`src/rtl/lane_scratch_pkg.sv`:
```
package lane_scratch_pkg;
  localparam int SCR_DATA_W = 32;
  localparam int SCR_LANE_W = 8;

  // number of lanes an access really touches once clipped to the window
  function automatic int clip_lanes(input int off, input int szm1, input int lanes);
    int want;
    int room;
    want = szm1 + 1;
    room = lanes - off;
    return (want < room) ? want : room;
  endfunction
endpackage

```
`src/rtl/lane_mask_unit.sv`:
```
module lane_mask_unit #(
  parameter int DATA_W = 32,
  parameter int LANE_W = 8,
  localparam int LANES = DATA_W / LANE_W,
  localparam int OFF_W = $clog2(LANES)
) (
  input  logic [OFF_W-1:0]  off,
  input  logic [OFF_W-1:0]  szm1,
  input  logic [DATA_W-1:0] cur,
  input  logic [DATA_W-1:0] wdata,
  output logic [DATA_W-1:0] mask,
  output logic [DATA_W-1:0] merged,
  output logic [DATA_W-1:0] rd
);
  logic [OFF_W:0] first_l;
  logic [OFF_W:0] last_l;

  assign first_l = {1'b0, off};
  assign last_l  = {1'b0, off} + {1'b0, szm1};

  for (genvar i = 0; i < LANES; i++) begin : g_lane
    localparam logic [OFF_W:0] IDX = i;
    assign mask[i*LANE_W +: LANE_W] =
      ((IDX >= first_l) && (IDX <= last_l)) ? {LANE_W{1'b1}} : {LANE_W{1'b0}};
  end

  // shifting by the lane offset drops bits past the top lane (clipping)
  assign merged = (cur & ~mask) | ((wdata << (off * LANE_W)) & mask);
  assign rd     = (cur & mask) >> (off * LANE_W);
endmodule

```
`src/rtl/alias_byte_seq.sv`:
```
module alias_byte_seq #(
  parameter int LANES = 4,
  localparam int OFF_W = $clog2(LANES)
) (
  input  logic             clk,
  input  logic             rst,
  input  logic             step,
  input  logic [OFF_W:0]   cnt,
  output logic [OFF_W-1:0] idx,
  output logic             last
);
  localparam logic [OFF_W:0]   ONE_W = 1;
  localparam logic [OFF_W-1:0] ONE_N = 1;

  logic [OFF_W-1:0] idx_q;

  assign idx  = idx_q;
  assign last = (({1'b0, idx_q} + ONE_W) == cnt);

  always_ff @(posedge clk) begin
    if (rst) begin
      idx_q <= '0;
    end else if (step) begin
      idx_q <= last ? '0 : idx_q + ONE_N;
    end
  end


  seq_idx_chk: assert property (@(posedge clk) disable iff (rst)
    step |-> ({1'b0, idx_q} < cnt));
endmodule

```
`src/rtl/lane_scratch_reg.sv`:
```
module lane_scratch_reg
  import lane_scratch_pkg::*;
#(
  parameter int DATA_W = SCR_DATA_W,
  parameter int LANE_W = SCR_LANE_W,
  localparam int LANES = DATA_W / LANE_W,
  localparam int OFF_W = $clog2(LANES)
) (
  input  logic              clk,
  input  logic              rst,
  input  logic              req_valid,
  input  logic              req_alias,
  input  logic              req_write,
  input  logic [OFF_W-1:0]  req_addr,
  input  logic [OFF_W-1:0]  req_size,
  input  logic [DATA_W-1:0] req_wdata,
  output logic              req_ready,
  output logic [DATA_W-1:0] rsp_rdata
);
  logic [DATA_W-1:0] store_q;
  logic [DATA_W-1:0] rdata_q;
  logic              ready_q;

  logic              active;
  logic [OFF_W:0]    cnt;
  logic [OFF_W-1:0]  idx;
  logic              seq_last;
  logic [OFF_W-1:0]  op_off;
  logic [OFF_W-1:0]  op_szm1;
  logic [DATA_W-1:0] op_wdata;
  logic [DATA_W-1:0] op_mask;
  logic [DATA_W-1:0] op_merged;
  logic [DATA_W-1:0] op_rd;

  assign active = req_valid && !ready_q;
  assign cnt    = (OFF_W+1)'(clip_lanes(int'(req_addr), int'(req_size), LANES));

  alias_byte_seq #(.LANES(LANES)) seq_i (
    .clk  (clk),
    .rst  (rst),
    .step (active && req_alias),
    .cnt  (cnt),
    .idx  (idx),
    .last (seq_last)
  );

  // split view: one lane per cycle, direct view: whole access at once
  assign op_off   = req_alias ? (req_addr + idx) : req_addr;
  assign op_szm1  = req_alias ? '0 : req_size;
  assign op_wdata = req_alias ? (req_wdata >> (idx * LANE_W)) : req_wdata;

  lane_mask_unit #(.DATA_W(DATA_W), .LANE_W(LANE_W)) lane_i (
    .off    (op_off),
    .szm1   (op_szm1),
    .cur    (store_q),
    .wdata  (op_wdata),
    .mask   (op_mask),
    .merged (op_merged),
    .rd     (op_rd)
  );

  always_ff @(posedge clk) begin
    if (rst) begin
      store_q <= '0;
      rdata_q <= '0;
      ready_q <= 1'b0;
    end else begin
      ready_q <= 1'b0;
      if (active) begin
        if (req_write) begin
          store_q <= op_merged;
        end
        if (req_alias) begin
          rdata_q <= ((idx == '0) ? '0 : rdata_q) | (op_rd << (idx * LANE_W));
          if (seq_last) begin
            ready_q <= 1'b1;
          end
        end else begin
          rdata_q <= op_rd;
          ready_q <= 1'b1;
        end
      end
    end
  end

  assign req_ready = ready_q;
  assign rsp_rdata = rdata_q;


  rdy_pulse_chk: assert property (@(posedge clk) disable iff (rst)
    ready_q |=> !ready_q);


  direct_lat_chk: assert property (@(posedge clk) disable iff (rst)
    (req_valid && !req_alias && !ready_q) |=> ready_q);


  keep_lanes_chk: assert property (@(posedge clk) disable iff (rst)
    (active && req_write) |=> (((store_q ^ $past(store_q)) & ~$past(op_mask)) == '0));


  idle_hold_chk: assert property (@(posedge clk) disable iff (rst)
    !(active && req_write) |=> $stable(store_q));
endmodule

```
`config.mk`:
```
export PLATFORM = sky130hd
export DESIGN_NAME = lane_scratch_reg
export DESIGN_NICKNAME = d
export VERILOG_FILES = /design/src/rtl/lane_scratch_pkg.sv /design/src/rtl/lane_mask_unit.sv /design/src/rtl/alias_byte_seq.sv /design/src/rtl/lane_scratch_reg.sv
export SDC_FILE = /design/constraint.sdc
export NUM_CORES = 1
export LEC_CHECK = 0
export ABC_AREA = 1
export CAP_MARGIN = 5
export CORE_MARGIN = 2
export CORE_UTILIZATION = 55
export DETAILED_ROUTE_END_ITERATION = 10
export PLACE_DENSITY_LB_ADDON = 0.1
export SETUP_SLACK_MARGIN = 0.15
export SLEW_MARGIN = 40
export SYNTH_ARGS = -nofsm -noshare
export SYNTH_HDL_FRONTEND = slang
export SYNTH_HIERARCHICAL = 1
export SYNTH_SLANG_ARGS = --single-unit
```
`constraint.sdc`:
```
create_clock -name clk -period 5.7 [get_ports clk]
set_input_delay 1.14 -clock clk [delete_from_list [all_inputs] [get_ports clk]]
set_output_delay 1.14 -clock clk [all_outputs]
set_load 0.005 [all_outputs]
```
==> summary.md <==
| Metric | Value |
|---|---|
| Number of global-route vias before repair | between 5,000 and 6,000 |
| GRT Total Usage | 0.318 |
| Gp weighted congestion | roughly 0.92 |
| N_diodes | 0 |
| DR iter-0 viols | 596 |
| Cts hold-fix bufs | 0 |
| TritonCTS Buffers | 9 |
| Critical path's slowest cell | fa_1 |
| Worst setup SP type | input pin |
| Initial Util | 0.559 |
| DRT antenna net count | 0 |
| Req. time, crit path | a little under 6000 ps |
| CP peak stage delay | between 600 and 700 ps |
| Hold Path Class | register to register |
| Number of max-slew violations in the final report | 0 |
| Max Buffers Root-to-Sink | 2 |
| Crit path capture type | register |
| Number of port buffers | 73 |
| Core box area | about 10,000 sq um |
| FILL cells | roughly 1,000 |
| CTS tree | built |
| Detailed Routing Iterations Pass 1 | 8 |
| Largest net degree at the start of global routing | 64 |
| Status | complete, no violations |
| Area Growth Syn to Fin | 14.9% |
| Period utilisation layout | 0.787 |
| Total number of yosys warnings | 6 |
| Syn Nets | between 1,000 and 1,500 |
| Vias | roughly 6,600 |
| Crit path max fanout | 16 |
| Die height | 105 um |
| Nets@finish | roughly 1,100 |
| Fraction of layout instances using a drive strength above 1 | 0.0543 |
| Drt wl/cell | 14.7 um |
| CTS resizes | 0 |
| Max VDD drop | 0.000179 V |
| Tmin final | around 4500 ps |
| Worst Setup Path Type | input pin to register |
| Critical path's most frequent cell | nand2_1 |
| Clock latency on the worst-skew pair | 350 ps |
| Pleak | 3.00 nW |
| Worst-path clk slew | 80 ps |
| DRC violations left | 0 |
| Post-DR vias/cell | 5.55 |
| Worst Skew | approximately 11 ps |
| Worst path top cell family by delay | simple AND/OR/NAND/NOR gates |
| Slew margin rel. | 0.558 |
| HPWL after detailed placement | 12,400 um |
| Worst R2R Setup Slack | between 2000 and 2500 ps |
| Top-Level Pins | 74 |
| Die area | approximately 11,000 sq um |
| Post-Syn Instances | about 1,000 |
| Buf+Inv Stages, Crit Path | 4 |
| Global-route wire length before repair | about 29,000 um |
| Htree depth | 3 |
| Critical path arrival | between 4000 and 5000 ps |
| Post-Layout Cell Count | approximately 1,200 |
| Power Density | between 200 and 250 nW/um^2 |
| Measured slew at the worst slew-check pin | 662 ps |
| Root Driver | clkbuf_8 |
| Max-Cap Viols | 0 |
| Total routed wirelength | 17,400 um |
| Std-Cell Rows | 37 |
| Gr ovfl total | 0 |
| Final setup viols | 0 |
| Placed cell count | 1,169 |
| RSZ-0062 raised after global routing | no |
| Overall die width | 105 um |
| Initial antenna violation count | 0 |
| TritonCTS Sinks | 67 |
| Peak Freq | 0.223 GHz |
| Setup TNS | 0 ps |
| Post-CTS Setup Inserts | 0 |
| Post-Synthesis Cell Area | around 5700 sq um |
| Final Hold Fails | 0 |
| Worst path cell trace | clkdlybuf4s50_1 > ha_1 > o21ai_0 > xor2_4 > inv_2 > fa_1 > nand3_1 > nand4_1 > nand2_1 > inv_1 > nand2_1 > inv_1 > nand2_1 > nand2_1 > nor2_1 > o21ai_0 > nand2_1 |
| Post-Synthesis Mean Instance Area | ~5.6 sq um |
| Pwr Total | about 1.5 mW |
## final cells by class
class                   count  area (sq um)  area share
repair buffers             82           796       0.122
flip-flops and latches     67          1340       0.206
clock inverters             5          53.8     0.00826
clock buffers              11           131      0.0202
inverters                  95           357      0.0548
well taps                 136           170      0.0261
multi-input cells         789          3660       0.562
## per-layer routing
| metal | track usage | vias up | share of wire |
|---|---|---|---|
| li1 | - | 3299 | - |
| met1 | 0.404 | 2933 | 0.42 |
| met2 | 0.528 | 291 | 0.47 |
| met3 | 0.0550 | 53 | 0.074 |
| met4 | 0.138 | 0 | 0.038 |
| met5 | 0 | - | 0 |
## final timing paths
kind                           endpoint  cells after the start                  startpoint
min          rsp_rdata[14]$_SDFFE_PP0P_                      2  rsp_rdata[14]$_SDFFE_PP0P_
max           rsp_rdata[9]$_SDFFE_PP0P_                     17                 req_addr[0]
max reg2reg   rsp_rdata[9]$_SDFFE_PP0P_                     15   seq_i/idx[1]$_SDFFE_PP0P_
min reg2reg  rsp_rdata[14]$_SDFFE_PP0P_                      2  rsp_rdata[14]$_SDFFE_PP0P_
## power breakdown
group / internal [mW] / switching [mW]
registers: 0.498 / 0.0271
logic: 0.190 / 0.379
clock network: 0.201 / 0.195
## stage by stage
stage	util	hold WS (ps)	instance area, sq um	setup WS, ps
after floorplan	-	453	5660	1530
after global placement	0.623	462	6310	943
after detailed placement	0.624	471	6320	919
after CTS	0.642	483	6510	1280
after global routing	0.642	504	6510	984
final	0.642	480	6510	1210
## cells in the final DEF, fill, tap and decap left out, types with 2 or more instances in the layout
cell type          n
a21oi_1           47
a21oi_2           10
a31oi_1            8
buf_4             10
clkbuf_1           2
clkbuf_8           9
clkdlybuf4s50_1   72
clkinv_2           3
dfxtp_1           67
ha_1               8
inv_1             87
inv_2              8
nand2_1          401
nand2_2            4
nand3_1          133
nand3b_1           8
nand4_1           16
nor2_1            65
nor2_4             4
o211ai_1           8
o21ai_0           64
o21ai_1            2
o21ai_4            2
## flip-flops by register name, summed over array words and instances, names as in the netlist
signal and flops:
seq_i/idx 2, rsp_rdata 32, req_ready 1, store_q 32
## worst min-delay path, stage by stage (launching register included)
cell and delay, ps:
dfxtp_1 320, nand3_1 80, nand2_1 50
No activity file was read; power rests on OpenSTA's default activity.
